**config.mk**
```make
export PLATFORM = sky130hd
export DESIGN_NAME = dtu_trunc_conv
export DESIGN_NICKNAME = d
export VERILOG_FILES = /design/src/rtl/dtu_pkg.sv /design/src/rtl/dtu_unpack.sv /design/src/rtl/dtu_align.sv /design/src/rtl/dtu_trunc_conv.sv
export SDC_FILE = /design/constraint.sdc
export NUM_CORES = 1
export LEC_CHECK = 0
export CORE_MARGIN = 3
export CORE_UTILIZATION = 30
export DETAILED_ROUTE_END_ITERATION = 10
export PLACE_DENSITY = 0.6
export SYNTH_ARGS = -nofsm -noshare
export SYNTH_HDL_FRONTEND = slang
export SYNTH_HIERARCHICAL = 1
export SYNTH_SLANG_ARGS = --single-unit
```
**constraint.sdc**
```tcl
create_clock -name clk -period 5.8 [get_ports clk]
set_input_delay 0.58 -clock clk [delete_from_list [all_inputs] [get_ports clk]]
set_output_delay 0.58 -clock clk [all_outputs]
set_load 0.01 [all_outputs]
```
**src/rtl/dtu_pkg.sv**
```systemverilog
package dtu_pkg;
  localparam int FP_W  = 64;
  localparam int EXP_W = 11;
  localparam int MAN_W = 52;
  localparam int INT_W = 32;
  localparam int BIAS  = (1 << (EXP_W - 1)) - 1;
  localparam int POW_W = $clog2(INT_W);
  localparam int SH_W  = $clog2(MAN_W + 1);

  typedef struct packed {
    logic             sign;
    logic [EXP_W-1:0] expo;
    logic [MAN_W-1:0] mant;
  } fp_t;

  // Operand classes as seen by the output stage
  typedef enum logic [1:0] {
    CLS_ZERO = 2'd0,  // exponent field zero: zero or denormal
    CLS_FRAC = 2'd1,  // 0 < |x| < 1, normal
    CLS_INT  = 2'd2,  // 1 <= x < 2^INT_W, positive
    CLS_BAD  = 2'd3   // unrepresentable
  } cls_e;

  // Right-shift distance that moves the binary point to bit 0
  function automatic logic [SH_W-1:0] shift_for(input logic [POW_W-1:0] pw);
    return SH_W'(MAN_W) - SH_W'(pw);
  endfunction

  // Mask covering the bits that a shift of sh discards
  function automatic logic [MAN_W:0] lost_mask(input logic [SH_W-1:0] sh);
    return ~({(MAN_W+1){1'b1}} << sh);
  endfunction
endpackage

```
**src/rtl/dtu_unpack.sv**
```systemverilog
module dtu_unpack
  import dtu_pkg::*;
(
  input  fp_t              op,
  output cls_e             cls,
  output logic [POW_W-1:0] pw,
  output logic             tiny_nz,
  output logic             is_special
);
  logic exp_max, exp_zero, below_one, too_big;

  always_comb begin
    exp_max    = (op.expo == '1);
    exp_zero   = (op.expo == '0);
    below_one  = (int'(op.expo) < BIAS);
    too_big    = (int'(op.expo) >= BIAS + INT_W);
    is_special = exp_max;
    tiny_nz    = exp_zero && (op.mant != '0);
    pw         = POW_W'(int'(op.expo) - BIAS);
    if (exp_max)              cls = CLS_BAD;
    else if (exp_zero)        cls = CLS_ZERO;
    else if (below_one)       cls = CLS_FRAC;
    else if (op.sign)         cls = CLS_BAD;
    else if (too_big)         cls = CLS_BAD;
    else                      cls = CLS_INT;
  end
endmodule

```
**src/rtl/dtu_align.sv**
```systemverilog
module dtu_align
  import dtu_pkg::*;
(
  input  logic [MAN_W-1:0] mant,
  input  logic [POW_W-1:0] pw,
  output logic [INT_W-1:0] int_val,
  output logic             lost
);
  logic [MAN_W:0]  sig;
  logic [MAN_W:0]  kept;
  logic [SH_W-1:0] sh;

  always_comb begin
    sig     = {1'b1, mant};
    sh      = shift_for(pw);
    kept    = sig >> sh;
    lost    = |(sig & lost_mask(sh));
    int_val = kept[INT_W-1:0];
  end
endmodule

```
**src/rtl/dtu_trunc_conv.sv**
```systemverilog
module dtu_trunc_conv
  import dtu_pkg::*;
(
  input  logic             clk,
  input  logic             rst_n,
  input  logic             in_valid,
  input  logic [FP_W-1:0]  in_bits,
  output logic             out_valid,
  output logic [INT_W-1:0] out_value,
  output logic             out_invalid,
  output logic             out_inexact
);
  fp_t              op;
  cls_e             cls;
  logic [POW_W-1:0] pw;
  logic             tiny_nz, is_special, lost;
  logic [INT_W-1:0] int_val;
  logic [INT_W-1:0] res_w;
  logic             inv_w, inx_w;
  logic             neg_large;

  assign op = fp_t'(in_bits);

  dtu_unpack u_unpack (
    .op(op), .cls(cls), .pw(pw), .tiny_nz(tiny_nz), .is_special(is_special)
  );

  dtu_align u_align (
    .mant(op.mant), .pw(pw), .int_val(int_val), .lost(lost)
  );

  // Named event for assertions: negative operand of magnitude >= 1
  assign neg_large = op.sign && (int'(op.expo) >= BIAS);

  always_comb begin
    unique case (cls)
      CLS_BAD:  begin res_w = '1;      inv_w = 1'b1; inx_w = 1'b0;    end
      CLS_INT:  begin res_w = int_val; inv_w = 1'b0; inx_w = lost;    end
      CLS_FRAC: begin res_w = '0;      inv_w = 1'b0; inx_w = 1'b1;    end
      default:  begin res_w = '0;      inv_w = 1'b0; inx_w = tiny_nz; end
    endcase
  end

  always_ff @(posedge clk) begin
    if (!rst_n) begin
      out_valid   <= 1'b0;
      out_value   <= '0;
      out_invalid <= 1'b0;
      out_inexact <= 1'b0;
    end else begin
      out_valid <= in_valid;
      if (in_valid) begin
        out_value   <= res_w;
        out_invalid <= inv_w;
        out_inexact <= inx_w;
      end
    end
  end

  AST_VALID_DELAY: assert property (@(posedge clk) disable iff (!rst_n)
    in_valid |=> out_valid);
  AST_INVALID_ONES: assert property (@(posedge clk) disable iff (!rst_n)
    out_invalid |-> (out_value == '1 && !out_inexact));
  AST_SPECIAL_FLAGGED: assert property (@(posedge clk) disable iff (!rst_n)
    (in_valid && is_special) |=> out_invalid);
  AST_NEG_LARGE_BAD: assert property (@(posedge clk) disable iff (!rst_n)
    (in_valid && neg_large) |=> out_invalid);
  AST_IDLE_HOLD: assert property (@(posedge clk) disable iff (!rst_n)
    (!in_valid && out_valid) |=> $stable(out_value));
endmodule

```
==> metrics.txt, run 1 <==
Critical Path RT=5.97 ns; Avg Inst Size Synth=7.73 um^2; Slew Limit Headroom=29.2%; Post-CTS Setup Inserts=0; dpl hpwl=14600 um; total core area=0.0176 mm^2; H-Tree Depth=2; startpoint types=input port; synth warn=6; setup ws final=1.16 ns; clk_skew=0 ns; Worst Path Max Fanout=33; Area growth syn-to-layout=22.3%; FF-to-FF setup slack=5.14 ns; initial antenna violation count=1; die area=0.0199 mm^2; Critical Path End Type=flip-flop; crit path DAT=4.80 ns; Worst VDD drop=0.137 mV; post-route ant nets=0; via count=5909; length of the first detailed-routing pass in iterations=6; buffer levels on the longest clock path=2; status=completed; Sink Count=35; DR DRC count=0; vias per cell=5.98; die width=141 um; static leakage=2.32 nW; Post-Syn Area=0.00548 mm^2; max frequency=216 MHz; count of nets after finishing=834; total grt overflow=0; row cnt=48; port bufs=101; Final Hold Fails=0; Avg WL per Cell=19.7 um; fin area=0.00670 mm^2; Clock Pin Slew Worst Setup and Hold Paths=0.06 ns; Setup TNS Final=0 ns; Post-Route WL=19500 um; dpl cell area=0.00654 mm^2; Final min period=4.64 ns; pwr dens=214 mW/mm^2; final weighted congestion in routability-driven placement=0.937; first-pass GRT wire length=30600 um; Clock Latency Late Sink=0.28 ns; hold_buf cts=0; CTS Root Cell=clkbuf_16; vias in the first global route=5487; Post-CTS Resized=0; # diodes=0; largest net degree at the start of global routing=70; CTS tree=done; Slew Viols, Final=0; # setup viols final=0; fin crit share=80.0%; layout cells sized above 1=13.8%; Net Count, Synth=781; # IOs=102; Total GRT Usage=18.9%; pre-CTS WS=0.886 ns; actual slew at the worst max-slew pin=1.06 ns; cells after synthesis=709; Chip Height=141 um; CTS buffer count=5; Hold Path Class=reg -> reg; Crit Path Category=in -> reg; initial DRC count=836; Max Cap Viol=0; initial core utilization=31.2%; RSZ-0062 raised after global routing=false
-- flip-flops by register name (all words and copies together), names as in the netlist --
register	flops
out_value	32
out_invalid	1
out_valid	1
out_inexact	1
-- worst paths after layout --
kind                                    from            to  cells past startpoint
worst min register to register  out_value[6]  out_value[6]                      2
worst max register to register  out_value[3]  out_value[3]                      2
worst max-delay path             in_bits[52]  out_value[1]                     15
worst min-delay path            out_value[6]  out_value[6]                      2
-- cell usage in the layout (no fill, tap or decap), types with 15 or more instances in the layout --
| master | n |
|---|---|
| a211oi_1 | 15 |
| a21boi_1 | 27 |
| a21oi_1 | 40 |
| buf_4 | 15 |
| clkdlybuf4s50_1 | 100 |
| dfxtp_1 | 35 |
| mux2i_1 | 23 |
| mux4_2 | 45 |
| nand2_1 | 112 |
| nand2b_1 | 36 |
| nand3_1 | 15 |
| nor2_1 | 58 |
| nor4_1 | 19 |
| o211ai_1 | 30 |
| o21ai_0 | 37 |
| o22ai_1 | 18 |
-- stage by stage --
step / std cells / total power, mW / util, % / hold WS [ns]
finish: 988 / 1.43 / 38.1 / 0.464
global route: 988 / 1.53 / 38.1 / 0.492
CTS: 988 / 1.42 / 38.1 / 0.469
detailed placement: 980 / 1.14 / 37.2 / 0.461
global placement: 980 / 1.14 / 37.2 / 0.455
floorplan: 709 / 0.878 / - / 0.488
-- critical path: stages --
cell	delay, ns
clkdlybuf4s50_1	0.56
inv_2	0.07
ha_1	0.40
inv_1	0.12
ha_2	0.95
buf_4	0.48
mux4_2	0.37
mux2i_1	0.21
nand2_1	0.07
o21ai_0	0.12
nor2_1	0.08
a311oi_1	0.34
a21oi_1	0.14
o211ai_1	0.18
a21boi_1	0.08
-- cell type report --
| class | instances | area (um^2) |
|---|---|---|
| Fill cell | 1828 | 10900 |
| Multi-Input combinational cell | 593 | 4400 |
| Timing Repair Buffer | 116 | 1120 |
| Sequential cell | 35 | 701 |
| Tap cell | 225 | 282 |
| Clock buffer | 7 | 153 |
| Inverter | 11 | 41.3 |
| Clock inverter | 1 | 7.51 |
-- where the power goes --
part	switching (mW)	internal, mW
registers	0.00785	0.254
clock network	0.102	0.183
logic	0.524	0.361
total	0.634	0.797
-- per-layer routing --
layer	track usage [%]	wire, um	vias up
li1	-	-	2792
met1	28.9	8920	2737
met2	27.3	8200	336
met3	2.37	1750	42
met4	5.97	587	2
met5	0	13	-
(Power assumes the default switching activity.)
==> run 2: changes to the inputs <==
Settings changed: PLACE_DENSITY 0.6 to 0.62.
Clock period 5.8 ns to 3.75 ns, I/O delays scaled along.
==> run 2 against run 1 <==
Wire length increased by 3.6%. Critical path depth increased by 1. Non-clock buffer count increased by 72. Count of clock-buffer cells in the layout decreased by 2. First-iteration DRC count decreased by 19%. Clock skew unchanged. Critical endpoint is now out_inexact.
==> metrics.txt, run 2 (synthesized netlist as in run 1, its figures left out) <==
max reg flops=32 (unchanged); startpoint types=input port; Hold Path Class=reg -> reg; commonest non-fill, non-tap cell in the layout=nand2_1; static leakage=2.71 nW (+17%); dpl cell area=0.00716 mm^2 (+9.4%); Avg WL per Cell=19.0 um (-3.5%); Worst Path Max Fanout=6 (-82%); Worst VDD drop=0.204 mV (+49%); Slew Limit Headroom=27.9% (-1.3 points); die area=0.0199 mm^2 (unchanged); Final min period=3.49 ns; register bank with the most flops=out_value; status=completed; largest net degree at the start of global routing=70 (unchanged); total core area=0.0176 mm^2 (unchanged); Post-CTS Setup Inserts=0 (unchanged); pwr dens=338 mW/mm^2 (+59%); Final Hold Fails=0 (unchanged); Critical Path End Type=flip-flop; layout cells sized above 1=21.6% (+7.8 points); initial antenna violation count=0 (-1); port bufs=101 (unchanged); buffer levels on the longest clock path=2 (unchanged); max frequency=286 MHz; CTS buffer count=5 (unchanged); count of nets after finishing=906 (+8.6%); Crit Path Category=in -> reg; Critical Path RT=3.86 ns (-2.11 ns); Slew Viols, Final=0 (unchanged); actual slew at the worst max-slew pin=1.08 ns (+0.0192 ns); Sink Count=35 (unchanged); row cnt=48 (unchanged); Total GRT Usage=20.0% (+1.1 points); Util after Layout=41.8% (+3.7 points); Clock Pin Slew Worst Setup and Hold Paths=0.06 ns (about the same); CTS tree=done; Max Cap Viol=0 (unchanged); RSZ-0062 raised after global routing=false; commonest cells after routing, fill and taps aside=nand2_1, clkdlybuf4s50_1, buf_4; post-route ant nets=0 (unchanged); via count=6188 (+4.7%); crit path DAT=3.60 ns (-1.20 ns); clk_skew=0 ns (unchanged); initial DRC count=676 (-19%); dpl hpwl=15700 um (+7.5%); fin area=0.00735 mm^2 (+9.6%); Chip Height=141 um (unchanged); H-Tree Depth=2 (unchanged); Area growth syn-to-layout=34.0%; final weighted congestion in routability-driven placement=0.909 (-2.9%); DR DRC count=0 (unchanged); Post-Route WL=20200 um (+3.6%); # IOs=102 (unchanged); vias per cell=5.84 (-2.4%); die width=141 um (unchanged); vias in the first global route=5926 (+8.0%); # diodes=0 (unchanged); first-pass GRT wire length=32400 um (+5.8%); CTS Root Cell=clkbuf_16; tightest hold margin=0.466 ns (+0.00194 ns); fin crit share=93.2%; length of the first detailed-routing pass in iterations=6 (unchanged); Design Power=2.49 mW (+74%); total grt overflow=0 (unchanged); Clock Latency Late Sink=0.28 ns (about the same); initial core utilization=31.2% (unchanged); # setup viols final=0 (unchanged)
-- run 2: through the flow --
step	setup TNS [ns]	worst slack, ns	std cells
5_1_grt	0	0.0194	1060
3_5_place_dp	-0.0653	-0.0383	1052
3_3_place_gp	0	0.0242	1052
2_1_floorplan	0	0.604	709
4_1_cts	0	0.254	1060
6_report	0	0.257	1060
-- run 2: power breakdown --
part | internal [mW] | total [mW] | switching, mW | leakage, nW
sequential | 0.393 | 0.404 | 0.0112 | 0.289
clock | 0.313 | 0.477 | 0.163 | 0.0838
combinational | 0.738 | 1.61 | 0.868 | 2.34
total | 1.44 | 2.49 | 1.04 | 2.71
-- run 2: area by class of cell --
| cell class | count | area [um^2] |
|---|---|---|
| sequential | 35 | 701 |
| fill | 1801 | 10200 |
| multi-input combinational | 593 | 4420 |
| clock buffer | 5 | 125 |
| clock inverter | 3 | 43.8 |
| inverter | 11 | 41.3 |
| tap | 225 | 282 |
| timing repair buffer | 188 | 1730 |
-- run 2: critical path: stages --
cell and delay [ns]:
clkdlybuf4s50_1 0.49, buf_4 0.13, ha_1 0.25, buf_4 0.15
nand3_1 0.08, xnor2_1 0.32, buf_4 0.23, o211ai_1 0.15
nor3_1 0.23, nand2_1 0.09, a32oi_1 0.15, nand2_1 0.09
nor4_1 0.39, nand4_1 0.25, nand3b_4 0.14, a31oi_1 0.08
-- run 2: worst paths after layout --
kind | from | slack, ns | to | cells after the start
max reg2reg | out_inexact | 3.10 | out_inexact | 2
min reg2reg | out_value[5] | 0.47 | out_value[5] | 2
min | out_value[5] | 0.47 | out_value[5] | 2
max | in_bits[52] | 0.26 | out_inexact | 16
-- run 2: routing by layer --
metal	up-vias	share of wire [%]	track usage [%]
li1	2937	-	-
met1	2892	46	29.3
met2	325	44	30.8
met3	34	7.7	2.61
met4	0	2.5	5.20
met5	-	0	0
-- run 2: what timing repair did --
action                     4_1_cts  5_1_grt
resized for setup                0        4
setup endpoints to repair        0        6
hold buffers                     0        0
hold endpoints to repair         0        0
